### src/rtl/pfc_pkg.sv
package pfc_pkg;
    localparam int CMD_W = 4;
    localparam logic [CMD_W-1:0] CMD_MR  = 4'h6;
    localparam logic [CMD_W-1:0] CMD_MRL = 4'hE;
    localparam logic [CMD_W-1:0] CMD_MRM = 4'hC;

    typedef enum logic [2:0] {
        ST_IDLE  = 3'd0,
        ST_REQ   = 3'd1,
        ST_WAIT  = 3'd2,
        ST_HOLD  = 3'd3,
        ST_PARK  = 3'd4,
        ST_DRAIN = 3'd5
    } pf_state_t;
endpackage

### src/rtl/pfc_cmd_decode.sv
module pfc_cmd_decode
    import pfc_pkg::*;
(
    input  logic [CMD_W-1:0] cmd,
    input  logic             pf_en,
    input  logic             pf_win,
    input  logic             inval_bit,
    output logic             is_read,
    output logic             want_multi
);
    logic is_mrm;

    always_comb begin
        is_mrm     = (cmd == CMD_MRM);
        is_read    = (cmd == CMD_MR) || (cmd == CMD_MRL) || is_mrm;
        want_multi = is_read && !inval_bit && (is_mrm || (pf_en && pf_win));
    end
endmodule

### src/rtl/pfc_inval_track.sv
module pfc_inval_track (
    input  logic clk,
    input  logic rst_n,
    input  logic inval_bit,
    input  logic frame,
    input  logic rd_xfer,
    output logic inval_rise,
    output logic disc_req
);
    logic inval_q;

    always_ff @(posedge clk or negedge rst_n) begin
        if (!rst_n) inval_q <= 1'b0;
        else        inval_q <= inval_bit;
    end

    always_comb begin
        inval_rise = inval_bit && !inval_q;
        disc_req   = inval_rise && rd_xfer && frame;
    end

    a_r9_pulse_single: assert property (@(posedge clk) disable iff (!rst_n)
        inval_rise |=> !inval_rise);
    a_r10_disc_needs_xfer: assert property (@(posedge clk) disable iff (!rst_n)
        disc_req |-> (rd_xfer && frame && inval_bit));
endmodule

### src/rtl/pfc_top.sv
module pfc_top
    import pfc_pkg::*;
(
    input  logic             clk,
    input  logic             rst_n,
    input  logic             start,
    input  logic [CMD_W-1:0] cmd,
    input  logic             pf_win,
    input  logic             pf_en,
    input  logic             inval_bit,
    input  logic             frame,
    input  logic             buf_room,
    input  logic             rd_xfer,
    input  logic             fetch_done,
    output logic             line_req,
    output logic             fetch_drop,
    output logic             inval_pulse,
    output logic             disc_req
);
    pf_state_t state, state_nx;
    logic      multi_q, multi_nx;
    logic      is_read, want_multi, inval_rise;
    logic      eff_multi, kill;

    pfc_cmd_decode u_dec (
        .cmd        (cmd),
        .pf_en      (pf_en),
        .pf_win     (pf_win),
        .inval_bit  (inval_bit),
        .is_read    (is_read),
        .want_multi (want_multi)
    );

    pfc_inval_track u_inv (
        .clk        (clk),
        .rst_n      (rst_n),
        .inval_bit  (inval_bit),
        .frame      (frame),
        .rd_xfer    (rd_xfer),
        .inval_rise (inval_rise),
        .disc_req   (disc_req)
    );

    assign eff_multi = multi_q && !inval_bit;
    assign kill      = !frame || inval_rise;

    always_ff @(posedge clk or negedge rst_n) begin
        if (!rst_n) begin
            state   <= ST_IDLE;
            multi_q <= 1'b0;
        end else begin
            state   <= state_nx;
            multi_q <= multi_nx;
        end
    end

    always_comb begin
        state_nx = state;
        multi_nx = multi_q;
        unique case (state)
            ST_IDLE: begin
                if (start && frame && is_read) begin
                    state_nx = ST_REQ;
                    multi_nx = want_multi;
                end
            end
            ST_REQ: begin
                if (!frame)          state_nx = ST_IDLE;
                else if (inval_rise) state_nx = ST_PARK;
                else                 state_nx = ST_WAIT;
            end
            ST_WAIT: begin
                if (kill)            state_nx = fetch_done ? ST_IDLE : ST_DRAIN;
                else if (fetch_done) begin
                    if (!eff_multi)    state_nx = ST_PARK;
                    else if (buf_room) state_nx = ST_REQ;
                    else               state_nx = ST_HOLD;
                end
            end
            ST_HOLD: begin
                if (!frame)          state_nx = ST_IDLE;
                else if (!eff_multi) state_nx = ST_PARK;
                else if (buf_room)   state_nx = ST_REQ;
            end
            ST_PARK: begin
                if (!frame) state_nx = ST_IDLE;
            end
            ST_DRAIN: begin
                if (fetch_done) state_nx = ST_IDLE;
            end
            default: state_nx = ST_IDLE;
        endcase
    end

    always_comb begin
        line_req    = (state == ST_REQ) && frame && !inval_rise;
        fetch_drop  = fetch_done && ((state == ST_DRAIN) || ((state == ST_WAIT) && kill));
        inval_pulse = inval_rise;
    end

    a_r7_req_needs_frame: assert property (@(posedge clk) disable iff (!rst_n)
        line_req |-> frame);
    a_r13_req_one_cycle: assert property (@(posedge clk) disable iff (!rst_n)
        line_req |=> !line_req);
    a_r8_drop_on_done: assert property (@(posedge clk) disable iff (!rst_n)
        fetch_drop |-> fetch_done);
    a_r6_hold_no_req: assert property (@(posedge clk) disable iff (!rst_n)
        (state == ST_HOLD) |-> !line_req);
    a_r12_no_multi_when_inval: assert property (@(posedge clk) disable iff (!rst_n)
        (inval_bit && state == ST_WAIT && fetch_done) |=> !line_req);
endmodule

### config.mk
export PLATFORM = sky130hd
export DESIGN_NAME = pfc_top
export DESIGN_NICKNAME = d
export VERILOG_FILES = /design/src/rtl/pfc_pkg.sv /design/src/rtl/pfc_cmd_decode.sv /design/src/rtl/pfc_inval_track.sv /design/src/rtl/pfc_top.sv
export SDC_FILE = /design/constraint.sdc
export NUM_CORES = 1
export LEC_CHECK = 0
export ABC_AREA = 1
export BUFFER_PORTS_ARGS = -buffer_cell sky130_fd_sc_hd__buf_2
export CAP_MARGIN = 30
export CORE_AREA = 2 2 39 41
export CTS_CLUSTER_SIZE = 8
export DETAILED_ROUTE_END_ITERATION = 10
export DIE_AREA = 0 0 41 43
export GPL_TIMING_DRIVEN = 0
export PLACE_DENSITY = 0.64
export SYNTH_ARGS = -nofsm -noshare
export SYNTH_HDL_FRONTEND = slang
export SYNTH_SLANG_ARGS = --single-unit
### constraint.sdc
create_clock -name clk -period 1.19 [get_ports clk]
set_input_delay 0.0595 -clock clk [delete_from_list [all_inputs] [get_ports clk]]
set_output_delay 0.0595 -clock clk [all_outputs]
set_load 0.02 [all_outputs]
---- Word-level counts from Yosys, hierarchy flattened ----
Cells that the tools add are included.
word-level totals
  bits in registers ....................... 5
  input port bits ......................... 14
  output and inout bits ................... 4
  logic and storage cells ................. 55
cells by class
  eq/ne operators ......................... 13
  mux-type cells .......................... 14
  reductions and logical operators ........ 25
operators with widths
  cell                                           number
  two-way mux 3 bit                              12
  one-hot mux 3 bit (6 select lines)             1
  logical AND 1 bit                              13
  == test 4 bit, second input constant           2
  == test 3 x 2 -> 1 bit, second input constant  2
  == test 3 bit, second input constant           2
  inequality test 2 bit, second input constant   3
  logical OR 1 bit                               5
  AND reduction 5 bit                            1
  == test 4 x 3 -> 1 bit, second input constant  1
  logical NOT 1 bit                              4
  inequality test 4 bit, second input constant   1
  == test 3 x 1 -> 1 bit, second input constant  1
  logical NOT 3 bit                              1
  inequality test 3 bit, second input constant   1
  two-way mux 2 bit                              1
  AND reduction 2 bit                            1

---- Logic depth before layout (Yosys ltp) ----
  depth in word-level cells ............... 6
  mapped depth ............................ 9
  depth with buffers taken out ............ 8

---- Hierarchy ----
A second synthesis with hierarchy kept.
unflattened totals
  cells, all modules ...................... 100
  area, all modules ....................... 579.3 µm²
by module, submodules not included
  module           times used  cells an instance  area an instance (µm²)  sequential area each (µm²)
  pfc_top          1           80                 466.7                   100.1
  pfc_cmd_decode   1           14                 63.8                    0.0
  pfc_inval_track  1           6                  48.8                    25.0

---- Worst setup path after synthesis ----
OpenSTA, ideal clock, no wires.
  path kind ............................... register -> register
  start ................................... register u_inv.inval_q
  end ..................................... register state[2]
  library setup time ...................... 0.065 ns
  arrival ................................. 1.113 ns
  required time ........................... 1.125 ns
  path slack .............................. 0.012 ns
  cell stages (with the launch flop) ...... 8
  buffers on the path ..................... 0
  period minus slack after synthesis ...... 1.178 ns
  cell sequence ........................... dfrtp_1 -> nor2_1 -> nand2_1 -> nor2_1 -> nor2_1 -> o21ai_2 -> nand3_1 -> nand2_1
on the way
  cells in the longest elaborated chain, start to end .. 5
  elaborated cells between the ends (all ways) .. 9
  classes of those cells .................. 1 x eq/ne; 4 x mux; 4 x reduce/logical
ends and longest elaborated chain
  item                                                                       RTL line                      text
  from (decl)                                                                pfc_inval_track.sv:10         logic inval_q;
  from (signal assigned)                                                     pfc_inval_track.sv:14         else inval_q <= inval_bit;
  logical NOT 1 bit *                                                        pfc_inval_track.sv:18         inval_rise = inval_bit && !inval_q;
  logical AND 1 bit *                                                        pfc_inval_track.sv:18
  net inval_pulse                                                            pfc_top.sv:17                 output logic inval_pulse,
  two-way mux 3 bit or logical OR 1 bit (tied branches)                      pfc_top.sv:69, pfc_top.sv:45
  two-way mux 3 bit (tied with other cells)                                  pfc_top.sv:68                 if (!frame) state_nx = ST_IDLE;
  one-hot mux 3 bit (6 select lines) or AND reduction 5 bit (tied branches)  -
  to (signal assigned)                                                       pfc_top.sv:52                 state <= state_nx;
  to (decl)                                                                  pfc_top.sv:20                 pf_state_t state, state_nx;
The timed path passes the listed nets; every way through them passes the cells marked *.
A chain may end at the register's enable or synchronous reset.

---- Worst setup path after layout ----
  start ................................... register state[2]
  end ..................................... output port fetch_drop
on the way
  cells in the longest elaborated chain, start to end .. 4
  elaborated cells between the ends (all ways) .. 5
  classes of those cells .................. 2 x eq/ne; 3 x reduce/logical
ends and longest elaborated chain
  item                    RTL line       text
  == test 3 x 2 -> 1 bit  pfc_top.sv:97  fetch_drop = fetch_done && ((state == ST_DRAIN) || ((state == ST_WAIT) && kill));
  logical AND 1 bit       pfc_top.sv:97
  logical OR 1 bit *      pfc_top.sv:97
  logical AND 1 bit *     pfc_top.sv:97
  to (decl)               pfc_top.sv:16  output logic fetch_drop,
Every way passes the cells marked *; elsewhere a longest branch is shown, timed or not.

==> run metrics <==
status complete, but fails checks; failing checks negative setup slack; Slew Limit Fails 0; total setup violations reported at the end of the flow 5; category of the worst setup path launch point register; measured slew at the worst slew-check pin 205.4 ps; Die Ht 43 um; final non-filler cell total 136; Max-Slew Margin vs Limit 86.28%; count of final hold-check violations 0; sinks on the clock net 5; total of flip-flops plus latches after synthesis 5; io pins 18; Initial Util 39.87%; cell row count 14; overflow left after global routing 0; Worst Setup Path Type register to primary output; Worst Slack Setup Final -88.13 ps; Chip Width 41 um; Post-Synthesis Cells 87; fraction of the yosys area taken by sequential cells 22.68%; max-cap violation count 0; utilization of the core after routing 60.40%; tightest hold margin 140.1 ps; Detailed Route WL 1.544 mm; crit-path max FO 3; antenna-violating nets left 0; pin count of the biggest net entering global routing 10; clock tree buffer depth 2; clk slew on worst S/H paths 50 ps; leakage power figure 0.4464 nW; Die Outline Area 0.001763 mm^2; TritonCTS clock tree done; # diodes 0; number of nets produced by synthesis 101; Yosys warning count 0; Min-Delay Path Class primary input to register; pwr/cell area 1734 mW/mm^2; signal arrival time at the worst endpoint 1220 ps; CP required 1130 ps; setup repair after global routing missed its margin yes; total iterations of the first detailed-routing run 4; highest achievable clock rate 782.4 MHz; first-pass GRT wire length 2.359 mm; wire length per cell after detailed routing 11.35 um; dominant synthesized flop cell dfrtp_1; placed cell count 119; estimated wirelength of the detail-placed design 974.3 um; remaining design rule violation count 0; vias in the first global route 599; Buffers on Ports 16; total chip power 0.001449 W; number of flops mapped to enable cells by yosys 0; Placer Congestion 0.8153; peak supply drop 0.001242 V; area of the core 0.001384 mm^2; Area growth, synth to finish 51.47%; number of vias in the routed layout 662; first-iteration detailed-routing DRC count 12; asr flop ratio synth 100.0%; number of H-tree levels 1; drt via density 4.868; clock latency on the worst-skew pair 240 ps; Critical Path End Type primary output; antenna violations before repair 0; final net count 135; master cell of the clock root buffer clkbuf_4; fraction of layout instances using a drive strength above 1 54.17%; crit share post-route 107.4%; synthesized area per cell 6.342 um^2; Yosys cell types 18; final critical path time including I/O delays and setup 1278 ps; internal reg-to-reg setup slack -40 ps; Syn Std Cell Area 551.8 um^2; Fin Clk Skew 3.319 ps; Global Route Usage Sum 19.82%; Inserted Clock Buffers 3
## sequential cells by signal, summed over array words and instances, names as in the netlist
signal / count
state: 3
multi_q: 1
u_inv.inval_q: 1
## cell usage in the layout (no fill, tap or decap)
| cell type | n |
|---|---|
| a21oi_1 | 2 |
| a21oi_2 | 1 |
| buf_2 | 13 |
| buf_4 | 13 |
| buf_6 | 2 |
| clkbuf_1 | 1 |
| clkbuf_4 | 3 |
| clkinv_2 | 1 |
| dfrtp_1 | 5 |
| dlygate4sd3_1 | 2 |
| inv_1 | 9 |
| inv_2 | 8 |
| nand2_1 | 16 |
| nand2_2 | 7 |
| nand3_1 | 10 |
| nand3_2 | 4 |
| nand3_4 | 3 |
| nand4_1 | 1 |
| nor2_1 | 7 |
| nor2_2 | 5 |
| nor2_4 | 3 |
| o21ai_1 | 2 |
| o21ai_2 | 2 |
## per-layer routing
metal	global-route usage [%]	wire, um
met1	22.70	618
met2	34.06	877
met3	4.712	49
met4	6.000	0
met5	0	0
## kinds of logic (layout without fill, tap and decap cells)
group,count (synthesis),count (layout),share of synthesized area [%]
AND/OR/NAND/NOR,56,56,55.10
flip-flops,5,5,22.68
AO/OA/AOI/OAI,7,7,7.710
buffers and inverters,19,52,14.51
## cell usage after synthesis (2+ instances only)
library cell	instances	area, um^2
nand3_1	12	60.06
inv_1	9	33.78
nor2_2	5	31.28
dfrtp_1	5	125.1
nand2_1	19	71.32
nand3_2	4	40.04
a21oi_1	2	10.01
inv_2	8	30.03
nor2_4	2	22.52
o21ai_1	3	15.01
nor2_1	8	30.03
nand2_2	4	25.02
## worst paths after layout
check,from,endpoint,cells after the start
min in group asynchronous,rst_n,state[0],2
max,state[2],fetch_drop,6
max reg2reg,state[0],state[2],8
min,pf_win,multi_q,5
max in group asynchronous,rst_n,state[1],2
min reg2reg,multi_q,multi_q,2
## worst max-delay path: stages, from the launching register on
cell     delay, ps
dfrtp_1        400
inv_2          110
nand3_2         80
inv_2           70
nand2_1         50
a21oi_1        120
buf_4          150
## report_power, final
group | switching (W) | leakage [nW] | total (W) | internal [W]
clock network | 0.0000743 | 0.0150 | 0.000201 | 0.000127
registers | 0.0000426 | 0.0648 | 0.000260 | 0.000218
logic | 0.000549 | 0.367 | 0.000988 | 0.000439
## final cells by class
type                    instances  area [um^2]
fillers                       141        548.0
well taps                      16        20.02
repair buffers                 29        193.9
flip-flops and latches          5        125.1
inverters                      18        68.82
multi-input cells              63        390.4
clock buffers                   4        26.28
plain buffers                   1        11.26
## timing repair
item	CTS	global route
resized for setup	5	9
hold buffers	2	0
pin swaps	3	5
setup buffers	11	0
hold endpoints to repair	6	0
endpoints found under the setup margin	4	7
## metrics by stage
stage | setup TNS, ps | instance area, um^2 | worst slack [ps]
4_1_cts | -188.1 | 802.0 | -60.65
3_3_place_gp | -0.1407 | 651.9 | -0.1407
6_report | -221.1 | 835.8 | -88.13
5_1_grt | -622.1 | 835.8 | -148.7
3_5_place_dp | -0.7965 | 651.9 | -0.7965
2_1_floorplan | 0 | 551.8 | 12.15
Power figures use the tool's default switching activity.
